### src/rtl/cam_seq_pkg.sv
package cam_seq_pkg;
   localparam int ADR_SLEEP = 2;
   localparam int ADR_WAKE  = 4;
   localparam int ADR_CMD0  = 6;
   localparam int ADR_WIDTH = 14;
   localparam int ADR_BPP   = 15;
   localparam int NUM_CMD   = 4;

   localparam logic [2:0] SLOT_WAKE  = 3'(NUM_CMD);
   localparam logic [2:0] SLOT_SLEEP = 3'(NUM_CMD + 1);

   typedef enum logic [2:0] {
      ST_IDLE, ST_RST, ST_SETTLE, ST_PICK, ST_SEND, ST_WAITF, ST_PARK
   } seq_st_e;

   // register-number location of a command slot; its value sits one above
   function automatic logic [3:0] slot_reg_idx(input logic [2:0] s);
      if (s == SLOT_WAKE)       return 4'(ADR_WAKE);
      else if (s == SLOT_SLEEP) return 4'(ADR_SLEEP);
      else                      return 4'(ADR_CMD0 + 2 * int'(s));
   endfunction
endpackage

### src/rtl/cam_cfg_regs.sv
module cam_cfg_regs #(
   parameter int AW = 4,
   parameter int DW = 8
) (
   input  logic                         clk,
   input  logic                         rst,
   input  logic                         wr,
   input  logic [AW-1:0]                addr,
   input  logic [DW-1:0]                data,
   output logic [(1<<AW)-1:0][DW-1:0]   regs_q
);
   import cam_seq_pkg::*;
   localparam int NREG = 1 << AW;

   generate
      if (AW != 4) begin : g_bad_aw
         initial $error("cam_cfg_regs: address map needs AW == 4");
      end
      for (genvar i = 0; i < NREG; i++) begin : g_reg
         if (i < ADR_SLEEP) begin : g_hole
            assign regs_q[i] = '0;
         end else begin : g_store
            always_ff @(posedge clk or posedge rst) begin
               if (rst)                          regs_q[i] <= '0;
               else if (wr && addr == AW'(i))    regs_q[i] <= data;
            end

            reg_store_chk: assert property (@(posedge clk) disable iff (rst)
               (wr && addr == AW'(i)) |=> regs_q[i] == $past(data));

            reg_hold_chk: assert property (@(posedge clk) disable iff (rst)
               !(wr && addr == AW'(i)) |=> $stable(regs_q[i]));
         end
      end
   endgenerate
endmodule

### src/rtl/cam_sync_rise.sv
module cam_sync_rise #(
   parameter int W = 2
) (
   input  logic         clk,
   input  logic         rst,
   input  logic [W-1:0] async_i,
   output logic [W-1:0] rise_o
);
   generate
      if (W < 1) begin : g_bad_w
         initial $error("cam_sync_rise: W must be at least 1");
      end
      for (genvar b = 0; b < W; b++) begin : g_bit
         logic s1, s2, s3;
         always_ff @(posedge clk or posedge rst) begin
            if (rst) begin
               s1 <= 1'b0; s2 <= 1'b0; s3 <= 1'b0;
            end else begin
               s1 <= async_i[b]; s2 <= s1; s3 <= s2;
            end
         end
         assign rise_o[b] = s2 & ~s3;
      end
   endgenerate
endmodule

### src/rtl/cam_seq_fsm.sv
module cam_seq_fsm #(
   parameter int AW            = 4,
   parameter int DW            = 8,
   parameter int RST_PULSE     = 8,
   parameter int SETTLE_CYCLES = 2000
) (
   input  logic                        clk,
   input  logic                        rst,
   input  logic                        init_rise,
   input  logic                        frame_rise,
   input  logic                        frame_done,
   input  logic                        cmd_done,
   input  logic [DW-1:0]               slave_addr,
   input  logic [(1<<AW)-1:0][DW-1:0]  regs,
   output logic                        sensor_rst_n,
   output logic                        cmd_req,
   output logic [DW-1:0]               cmd_slave,
   output logic [DW-1:0]               cmd_reg,
   output logic [DW-1:0]               cmd_data
);
   import cam_seq_pkg::*;
   localparam int CNT_MAX = (RST_PULSE > SETTLE_CYCLES) ? RST_PULSE : SETTLE_CYCLES;
   localparam int CW      = $clog2(CNT_MAX + 2);
   localparam logic [CW-1:0] RP_M1 = CW'(RST_PULSE - 1);
   localparam logic [CW-1:0] ST_M1 = CW'(SETTLE_CYCLES - 1);
   localparam logic [CW:0]   GAP_MAX = (CW+1)'(SETTLE_CYCLES + 1);

   generate
      if (RST_PULSE < 1 || SETTLE_CYCLES < 1) begin : g_bad_time
         initial $error("cam_seq_fsm: pulse and settle lengths must be positive");
      end
   endgenerate

   seq_st_e         st, adv_st;
   logic [2:0]      slot, adv_slot;
   logic [CW-1:0]   cnt;
   logic [3:0]      ridx;
   logic [DW-1:0]   cur_reg, cur_dat;
   logic            rstn_q, req_q;
   logic [DW-1:0]   reg_q, dat_q, slv_q;

   always_comb begin
      ridx    = slot_reg_idx(slot);
      cur_reg = regs[ridx];
      cur_dat = regs[4'(ridx + 4'd1)];
      if (slot == SLOT_WAKE) begin
         adv_st = ST_WAITF; adv_slot = slot;
      end else if (slot == SLOT_SLEEP) begin
         adv_st = ST_PARK;  adv_slot = slot;
      end else begin
         adv_st = ST_PICK;  adv_slot = 3'(slot + 3'd1);
      end
   end

   always_ff @(posedge clk or posedge rst) begin
      if (rst) begin
         st <= ST_IDLE; slot <= '0; cnt <= '0;
         rstn_q <= 1'b1; req_q <= 1'b0;
         reg_q <= '0; dat_q <= '0; slv_q <= '0;
      end else begin
         case (st)
            ST_IDLE: if (init_rise) begin
               st <= ST_RST; cnt <= '0; rstn_q <= 1'b0;
            end
            ST_RST: if (cnt == RP_M1) begin
               st <= ST_SETTLE; cnt <= '0; rstn_q <= 1'b1;
            end else cnt <= cnt + 1'b1;
            ST_SETTLE: if (cnt == ST_M1) begin
               st <= ST_PICK; slot <= '0;
            end else cnt <= cnt + 1'b1;
            ST_PICK: if (cur_reg == '0) begin
               st <= adv_st; slot <= adv_slot;
            end else begin
               st <= ST_SEND; req_q <= 1'b1;
               reg_q <= cur_reg; dat_q <= cur_dat; slv_q <= slave_addr;
            end
            ST_SEND: if (cmd_done) begin
               req_q <= 1'b0; st <= adv_st; slot <= adv_slot;
            end
            ST_WAITF: if (frame_done) begin
               st <= ST_PICK; slot <= SLOT_SLEEP;
            end
            ST_PARK: if (frame_rise) begin
               st <= ST_PICK; slot <= SLOT_WAKE;
            end
            default: st <= ST_IDLE;
         endcase
      end
   end

   assign sensor_rst_n = rstn_q;
   assign cmd_req      = req_q;
   assign cmd_reg      = reg_q;
   assign cmd_data     = dat_q;
   assign cmd_slave    = slv_q;

   // cycles since the sensor reset was released, saturating
   logic [CW:0] gap_q;
   always_ff @(posedge clk or posedge rst) begin
      if (rst)                  gap_q <= GAP_MAX;
      else if (!sensor_rst_n)   gap_q <= '0;
      else if (gap_q != GAP_MAX) gap_q <= gap_q + 1'b1;
   end


   settle_gap_chk: assert property (@(posedge clk) disable iff (rst)
      cmd_req |-> gap_q == GAP_MAX);

   rst_quiet_chk: assert property (@(posedge clk) disable iff (rst)
      !sensor_rst_n |-> !cmd_req);

   reg_nonzero_chk: assert property (@(posedge clk) disable iff (rst)
      cmd_req |-> cmd_reg != '0);

   req_hold_chk: assert property (@(posedge clk) disable iff (rst)
      (cmd_req && !cmd_done) |=> (cmd_req && $stable(cmd_reg) &&
                                  $stable(cmd_data) && $stable(cmd_slave)));

   req_drop_chk: assert property (@(posedge clk) disable iff (rst)
      (cmd_req && cmd_done) |=> !cmd_req);
endmodule

### src/rtl/cam_seq_top.sv
module cam_seq_top #(
   parameter int AW            = 4,
   parameter int DW            = 8,
   parameter int RST_PULSE     = 8,
   parameter int SETTLE_CYCLES = 2000
) (
   input  logic          clk,
   input  logic          rst,
   input  logic          cfg_wr,
   input  logic [AW-1:0] cfg_addr,
   input  logic [DW-1:0] cfg_data,
   input  logic          init_req,
   input  logic          frame_req,
   input  logic          frame_done,
   input  logic [DW-1:0] slave_addr,
   input  logic          cmd_done,
   output logic          sensor_rst_n,
   output logic          cmd_req,
   output logic [DW-1:0] cmd_slave,
   output logic [DW-1:0] cmd_reg,
   output logic [DW-1:0] cmd_data,
   output logic [DW-1:0] img_width_q,
   output logic [DW-1:0] bytes_per_px
);
   import cam_seq_pkg::*;

   logic [(1<<AW)-1:0][DW-1:0] regs;
   logic [1:0]                 rises;

   cam_cfg_regs #(.AW(AW), .DW(DW)) u_regs (
      .clk(clk), .rst(rst), .wr(cfg_wr), .addr(cfg_addr),
      .data(cfg_data), .regs_q(regs));

   cam_sync_rise #(.W(2)) u_sync (
      .clk(clk), .rst(rst), .async_i({frame_req, init_req}), .rise_o(rises));

   cam_seq_fsm #(.AW(AW), .DW(DW), .RST_PULSE(RST_PULSE),
                 .SETTLE_CYCLES(SETTLE_CYCLES)) u_fsm (
      .clk(clk), .rst(rst), .init_rise(rises[0]), .frame_rise(rises[1]),
      .frame_done(frame_done), .cmd_done(cmd_done), .slave_addr(slave_addr),
      .regs(regs), .sensor_rst_n(sensor_rst_n), .cmd_req(cmd_req),
      .cmd_slave(cmd_slave), .cmd_reg(cmd_reg), .cmd_data(cmd_data));

   assign img_width_q  = regs[ADR_WIDTH];
   assign bytes_per_px = regs[ADR_BPP];
endmodule

### config.mk
export PLATFORM = sky130hd
export DESIGN_NAME = cam_seq_top
export DESIGN_NICKNAME = d
export VERILOG_FILES = /design/src/rtl/cam_seq_pkg.sv /design/src/rtl/cam_cfg_regs.sv /design/src/rtl/cam_sync_rise.sv /design/src/rtl/cam_seq_fsm.sv /design/src/rtl/cam_seq_top.sv
export SDC_FILE = /design/constraint.sdc
export NUM_CORES = 1
export LEC_CHECK = 0
export BUFFER_PORTS_ARGS = -buffer_cell sky130_fd_sc_hd__buf_2
export CAP_MARGIN = 20
export CORE_UTILIZATION = 35
export DETAILED_ROUTE_END_ITERATION = 10
export GPL_TIMING_DRIVEN = 0
export SYNTH_ARGS = -nofsm -noshare
export SYNTH_HDL_FRONTEND = slang
export SYNTH_HIERARCHICAL = 1
export SYNTH_SLANG_ARGS = --single-unit
### constraint.sdc
create_clock -name clk -period 2.9 [get_ports clk]
set_input_delay 0.145 -clock clk [delete_from_list [all_inputs] [get_ports clk]]
set_output_delay 0.145 -clock clk [all_outputs]
set_load 0.1 [all_outputs]
==> results.txt, run 1 <==
----------------------------------------------------
[Cells and area]
  Most frequent cells in the layout ... sky130_fd_sc_hd__dfrtp_1 (159), sky130_fd_sc_hd__mux2_2 (114), sky130_fd_sc_hd__buf_2 (70)
  Number of standard cells in the final layout excluding fillers ... between 1,000 and 1,500
  Fill cell total of the finished layout ... approximately 2,000
  Number of flip-flops in the largest register ... 112
  Count of nets after finishing ... 800
  Most flop-heavy register ... u_regs/regs_q
  Number of diodes added for antenna fixing ... 0
  Largest registers ... u_regs/regs_q x112, u_fsm/cnt x11
  Layout cells sized above 1 ... a little under half
  Area added between synthesis and finish ... 26.0%
  Most common library cell in the layout ignoring fill and taps ... sky130_fd_sc_hd__dfrtp_1

[Drt]
  Final routed DRC violation total ... 14
  Wire length per cell ... approximately 19 um
  Detailed Route Iter0 Violations ... about 270
  Met2 wire length ... 8.97 mm
  Routed wire length on met3 ... approximately 840 um
  Total routed wire length on the met1 layer ... a little under 10 mm
  Via total after detailed routing ... 5,516
  Final wirelength ... about 20 mm
  Antenna-violating nets left ... 0
  Routed vias/inst ... just over 5
  Initial DRT Pass Iterations ... 7
  Highest routed metal layer ... met4

[Placed design]
  Number of I/O port buffers ... 68
  Placer congestion estimate ... approximately 0.8
  # placed instances ... about 1,000
  Detailed-placement wirelength estimate ... roughly 13 mm
  Pre-CTS WS ... -0.934 ns

[Clock tree]
  Number of clock sinks ... about 160
  Clock buffer depth ... 2
  Number of buffers added by the clock tree synthesis step ... 17
  CTS tree ... built
  Clock-pin slew reported for the worst setup and hold paths after clock tree synthesis ... roughly 0.070 ns
  Buffer cell driving the clock tree root ... sky130_fd_sc_hd__clkbuf_16
  Number of H-tree branching levels ... 4
  Skew-Pair Late Insertion Delay ... between 0.4 and 0.5 ns

[STA]
  Time the worst path needs with I/O delays and setup ... roughly 3 ns
  Setup repair after global routing missed its margin ... true
  Max Clock Freq ... between 0.3 and 0.4 GHz
  Setup Viol. Count Final ... 27
  Slew at the pin closest to its max-slew limit ... between 0.8 and 0.9 ns
  Final hold viol count ... 0
  Worst-case clock skew ... about 0.0074 ns
  Final period util ... 105%
  Final-layout worst hold slack ... 0.0141 ns
  Worst setup slack after layout ... -0.131 ns
  Max-slew violation total from the final report ... 0
  Slew HR ... between 40% and 50%

[Outcome]
  Status ... finished with violations
  Violations in the final reports ... design-rule violations, negative setup slack

[Flow run]
  Max-cap violations ... 0

[Die]
  Die Height ... 152 um
  Initial Utilization ... around 36%
  Count of boundary I/O pins ... between 60 and 70
  Placement Rows ... 54
  Core Region ... approximately 0.022 sq mm
  Chip width ... approximately 150 um
  Total Die Area ... roughly 0.023 sq mm

[Hold path]
  Min-delay worst type ... in -> reg
  Hold path startpoint ... cfg_data[3]

[Setup path]
  CP max FO ... 5
  Timing startpoint of the critical path ... u_fsm/slot[0]
  Start of the worst register-to-register path ... u_fsm/slot[0]
  Setup CP Type ... reg -> reg
  Crit path required time ... around 3.2 ns
  Startpoint kind of the worst setup timing path ... flip-flop
  Category of the worst setup path capture point ... flip-flop
  Signal arrival time at the worst endpoint ... 3.35 ns

[Synthesis]
  Post-synthesis async set-or-reset flop share ... 100%
  Number of enable-type register cells in the synthesized netlist ... 0
  Sequential fraction of the synthesis area ... just over 50%
  Count of warnings emitted by yosys ... 6
  Biggest area consumer among synthesized cells ... sky130_fd_sc_hd__dfrtp_1
  Gate count of the mapped netlist ... around 630
  Ranking of synthesized cells by area ... sky130_fd_sc_hd__dfrtp_1 (51%), sky130_fd_sc_hd__mux2_2 (17%), sky130_fd_sc_hd__mux4_2 (5.7%)
  Number of synthesized register bits ... approximately 160
  Netlist cell types ... 66
  Post-Syn Area ... 0.00787 sq mm
  Mean post-synth cell area ... between 10 and 15 sq um
  Primary flip-flop cell chosen by synthesis mapping ... sky130_fd_sc_hd__dfrtp_1
  Portion of synthesized cell area occupied by the leading cell type ... 50.9%

[Global routing]
  Maximum number of pins on one net before global-route repair ... between 40 and 50
  First-pass GRT wire length ... between 30 and 40 mm
  Antenna violations before repair ... 0
  Vias in the first global route ... ~5,600
  GRT overflow ... 0
  GR Util All Layers ... approximately 18%

[Power and ir drop]
  Largest voltage drop on the vdd net ... 0.652 mV
  Power per cell area ... roughly 1300 mW/mm^2
  Leak ... between 0.004 and 0.005 uW
  Sum of internal, switching and leakage power ... 12,400 uW

----------------------------------------------------
-- worst max-delay path: stages, from the launching register on --
cell,delay [ns]
sky130_fd_sc_hd__dfrtp_2,0.46
sky130_fd_sc_hd__ha_4,0.20
sky130_fd_sc_hd__a21bo_4,0.24
sky130_fd_sc_hd__nand2_8,0.10
sky130_fd_sc_hd__mux4_2,0.52
sky130_fd_sc_hd__a22oi_2,0.35
sky130_fd_sc_hd__nand3_2,0.16
sky130_fd_sc_hd__o31ai_4,0.28
sky130_fd_sc_hd__buf_6,0.16
sky130_fd_sc_hd__buf_8,0.13
sky130_fd_sc_hd__mux2_4,0.30
-- cell type report --
type	count	area, sq um	area share, %
multi-input combinational	425	3800	38.4
clock buffer	18	439	4.43
timing repair buffer	103	727	7.33
sequential	161	4030	40.7
buffer	50	354	3.57
inverter	10	45.0	0.454
tap	280	350	3.53
clock inverter	14	166	1.68
-- metrics by stage --
stage | cell area (sq um) | TNS (ns) | utilization [%]
after global routing | 9920 | -4.28 | 45.2
after floorplan | 7940 | 0 | -
final | 9920 | -1.91 | 45.2
after CTS | 9630 | -0.0651 | 43.8
after detailed placement | 8690 | -25.11 | 39.6
after global placement | 8630 | -23.93 | 39.3
-- per-layer routing --
layer	GRT usage (%)	vias up
met5	0	-
met3	3.68	23
met2	27.2	117
met1	25.4	2835
met4	6.12	0
li1	-	2541
-- kinds of logic after synthesis --
logic type               after synthesis  share of synthesized area (%)
buffers and inverters                 60                           4.09
AO/OA/AOI/OAI                         79                           6.63
flip-flops                           161                           51.2
adder cells (fa/ha/maj)                5                          0.795
multiplexers                         165                           26.2
other                                  1                         0.0476
AND/OR/NAND/NOR                      150                           9.95
XOR/XNOR                              10                           1.11
-- worst paths after layout --
| kind | endpoint | slack (ns) | depth (start not counted) |
|---|---|---|---|
| min reg2reg | u_sync/g_bit[1].s2 | 0.35 | 0 |
| max in group asynchronous | u_regs/regs_q[57] | 1.75 | 4 |
| max reg2reg | u_fsm/cmd_slave[2] | -0.13 | 10 |
| max | u_fsm/cmd_slave[2] | -0.13 | 10 |
| min | u_regs/regs_q[43] | 0.01 | 2 |
| min in group asynchronous | u_sync/g_bit[1].s1 | 0.21 | 3 |
-- what timing repair did --
action | CTS | global route
gates cloned | 1 | 3
setup endpoints to repair | 31 | 37
setup buffers | 8 | 7
hold buffers | 13 | 0
pin swaps | 6 | 25
resized for setup | 42 | 71
hold endpoints to repair | 98 | 0
-- synthesized netlist by cell type (all sizes together) (7+ instances only) --
| cell type | instances |
|---|---|
| mux4 | 20 |
| dfrtp | 160 |
| o21ai | 28 |
| mux2i | 22 |
| nand2 | 45 |
| nand3 | 19 |
| mux2 | 123 |
| xor2 | 7 |
| nor3 | 14 |
| nor2 | 33 |
| inv | 9 |
| buf | 30 |
| a21oi | 14 |
| clkbuf | 20 |
-- power by group --
group	internal (uW)	switching (uW)
combinational	2600	4280
sequential	2840	394
clock	1320	1000
total	6760	5680
No activity file was read; power rests on OpenSTA's default activity.
==> run 2: changes to the inputs <==
--- a/config.mk
+++ b/config.mk
@@ -10,6 +10,7 @@
 export CORE_UTILIZATION = 35
 export DETAILED_ROUTE_END_ITERATION = 10
 export GPL_TIMING_DRIVEN = 0
+export SKIP_LAST_GASP = 1
 export SYNTH_ARGS = -nofsm -noshare
 export SYNTH_HDL_FRONTEND = slang
 export SYNTH_HIERARCHICAL = 1
==> run 2 against run 1 <==
The run still ends with design-rule violations, negative setup slack left. Clock skew up 0.0017 ns. Count of clock-buffer cells in the layout unchanged. Global-route usage unchanged. Highest routed layer unchanged.
==> results.txt, run 2 (same netlist as run 1, synthesis figures left out) <==
----------------------------------------------------
[Setup path]
  CP max FO ... 5 (unchanged)
  Category of the worst setup path capture point ... flip-flop
  Signal arrival time at the worst endpoint ... 3.34 ns (about the same)
  Reg2Reg Setup Slack ... -0.12 ns (about the same)
  Startpoint kind of the worst setup timing path ... flip-flop
  Reg-to-reg critical path endpoint ... u_fsm/cmd_slave[2]
  Timing startpoint of the critical path ... u_fsm/slot[0]
  R2R depth ... 10 (unchanged)
  Start of the worst register-to-register path ... u_fsm/slot[0]
  Setup CP Type ... reg -> reg
  Crit path required time ... 3.22 ns (about the same)
  Worst setup path endpoint ... u_fsm/cmd_slave[2]

[STA]
  Worst-case clock skew ... 0.00915 ns (+0.00173 ns)
  Max Clock Freq ... 0.331 GHz (+0.32%)
  Slew HR ... 41.1% (+0.22 points)
  Setup repair after global routing missed its margin ... true
  Worst setup slack after layout ... -0.122 ns (+0.00976 ns)
  Final-layout worst hold slack ... 0.0138 ns (-0.000268 ns)
  Time the worst path needs with I/O delays and setup ... 3.02 ns (-0.00976 ns)
  Sum Neg Setup Slack ... -1.71 ns (+0.199 ns)
  Setup Viol. Count Final ... 27 (unchanged)
  Slew at the pin closest to its max-slew limit ... 0.882 ns (-0.00325 ns)
  Final hold viol count ... 0 (unchanged)
  Final period util ... 104% (-0.34 points)
  Max-slew violation total from the final report ... 0 (unchanged)

[Clock tree]
  Buffer cell driving the clock tree root ... sky130_fd_sc_hd__clkbuf_16
  Number of clock sinks ... 161 (unchanged)
  Number of buffers added by the clock tree synthesis step ... 17 (unchanged)
  CTS tree ... built
  Number of H-tree branching levels ... 4 (unchanged)
  Clock buffer depth ... 2 (unchanged)
  Clock-pin slew reported for the worst setup and hold paths after clock tree synthesis ... 0.07 ns (about the same)
  Skew-Pair Late Insertion Delay ... 0.43 ns (about the same)

[Global routing]
  GR Util All Layers ... 17.9% (unchanged)
  Most crowded layer after global routing ... met2
  Antenna violations before repair ... 0 (unchanged)
  GRT overflow ... 0 (unchanged)
  First-pass GRT wire length ... 31.7 mm (unchanged)
  Vias in the first global route ... 5,615 (unchanged)
  Maximum number of pins on one net before global-route repair ... 42 (unchanged)
  Met3 layer usage reported by global route ... 3.68% (unchanged)
  Global-route met1 utilization ... 25.4% (unchanged)
  GR Util met2 ... 27.2% (unchanged)

[Drt]
  Initial DRT Pass Iterations ... 8 (+1)
  Wire length per cell ... 18.6 um (-0.48%)
  Routed vias/inst ... 5.15 (-0.98%)
  Final wirelength ... 19.7 mm (-0.48%)
  Via total after detailed routing ... 5,462 (-0.98%)
  Antenna-violating nets left ... 0 (unchanged)
  Final routed DRC violation total ... 14 (unchanged)
  Detailed Route Iter0 Violations ... 273 (-0.36%)

[Cells and area]
  Most frequent cells in the layout ... sky130_fd_sc_hd__dfrtp_1 (159), sky130_fd_sc_hd__mux2_2 (114), sky130_fd_sc_hd__buf_2 (70)
  Largest registers ... u_regs/regs_q x112, u_fsm/cnt x11
  Number of diodes added for antenna fixing ... 0 (unchanged)
  Post-route cell area ... 0.00991 sq mm (about the same)
  Most flop-heavy register ... u_regs/regs_q
  Count of nets after finishing ... 800 (unchanged)
  Utilization after layout ... 45.1% (about the same)
  Area added between synthesis and finish ... 25.9% (about the same)
  Number of flip-flops in the largest register ... 112 (unchanged)
  Most common library cell in the layout ignoring fill and taps ... sky130_fd_sc_hd__dfrtp_1
  Fill cell total of the finished layout ... 1,981 (+0.051%)
  Layout cells sized above 1 ... 46.6% (-0.26 points)

[Placed design]
  Detailed-placement wirelength estimate ... 13.4 mm (unchanged)
  Placer congestion estimate ... 0.803 (unchanged)
  Pre-CTS WS ... -0.934 ns (unchanged)
  Number of I/O port buffers ... 68 (unchanged)
  Post-place instance area ... 0.00869 sq mm (unchanged)

[Flow run]
  Max-cap violations ... 0 (unchanged)

[Die]
  Die Height ... 152 um (unchanged)
  Placement Rows ... 54 (unchanged)
  Core Region ... 0.0220 sq mm (unchanged)
  Initial Utilization ... 35.8% (unchanged)
  Count of boundary I/O pins ... 69 (unchanged)
  Total Die Area ... 0.0231 sq mm (unchanged)
  Chip width ... 152 um (unchanged)

[Hold path]
  Min-delay worst type ... in -> reg
  Hold path depth ... 2 (unchanged)

[Outcome]
  Status ... finished with violations
  Violations in the final reports ... design-rule violations, negative setup slack

[Power and ir drop]
  Largest voltage drop on the vdd net ... 0.649 mV (-0.57%)
  Power per cell area ... 1250 mW/mm^2 (-0.20%)
  Leak ... 0.00442 uW (about the same)

----------------------------------------------------
## run 2: cell counts in the layout (fill, tap and decap cells not counted)
Identical to the previous run, type by type.
## run 2: final cells by class
type | instances | area [sq um] | share of cell area, %
tap | 280 | 350 | 3.53
sequential | 161 | 4030 | 40.7
timing repair buffer | 103 | 727 | 7.33
multi-input combinational | 425 | 3800 | 38.3
clock inverter | 14 | 166 | 1.68
inverter | 10 | 45.0 | 0.454
buffer | 50 | 354 | 3.57
clock buffer | 18 | 439 | 4.43
## run 2: how the worst min path moves through the flow
stage,start,end,slack (ns)
2_1_floorplan,rst,u_sync/g_bit[0].s1,-0.06
3_3_place_gp,rst,u_sync/g_bit[1].s1,0.10
3_5_place_dp,rst,u_sync/g_bit[1].s1,0.12
4_1_cts,cfg_data[3],u_regs/regs_q[43],0.003
5_1_grt,cfg_data[3],u_regs/regs_q[123],0.01
6_report,cfg_data[3],u_regs/regs_q[43],0.01
## run 2: metrics by stage
stage	cells	total power [uW]
after floorplan	646	7760
after global placement	994	9070
after CTS	1051	11900
after global routing	1061	13100
final	1061	12400
after detailed placement	997	9140
## run 2: power breakdown
part	internal, uW	switching (uW)
Combinational	2590	4260
Sequential	2840	391
Clock	1320	999
## run 2: routing by layer
layer	vias up	wire length (um)
li1	2546	-
met1	2780	9540
met5	-	0
met3	19	965
met4	0	234
met2	117	8990
## run 2: worst max-delay path: stages (launching register included)
cell                      delay, ns
sky130_fd_sc_hd__dfrtp_2       0.46
sky130_fd_sc_hd__ha_4          0.19
sky130_fd_sc_hd__a21bo_4       0.24
sky130_fd_sc_hd__nand2_8       0.10
sky130_fd_sc_hd__mux4_2        0.53
sky130_fd_sc_hd__a22oi_2       0.34
sky130_fd_sc_hd__nand3_2       0.16
sky130_fd_sc_hd__o31ai_4       0.28
sky130_fd_sc_hd__buf_6         0.16
sky130_fd_sc_hd__buf_8         0.13
sky130_fd_sc_hd__mux2_4        0.30
## run 2: timing repair
action                                 CTS  global route
hold buffers                            13             0
gates cloned                             1             3
endpoints found under the hold margin   98             0
resized for setup                       42            66
setup endpoints to repair               31            37
pin swaps                                6            24
buffers inserted                         8             7
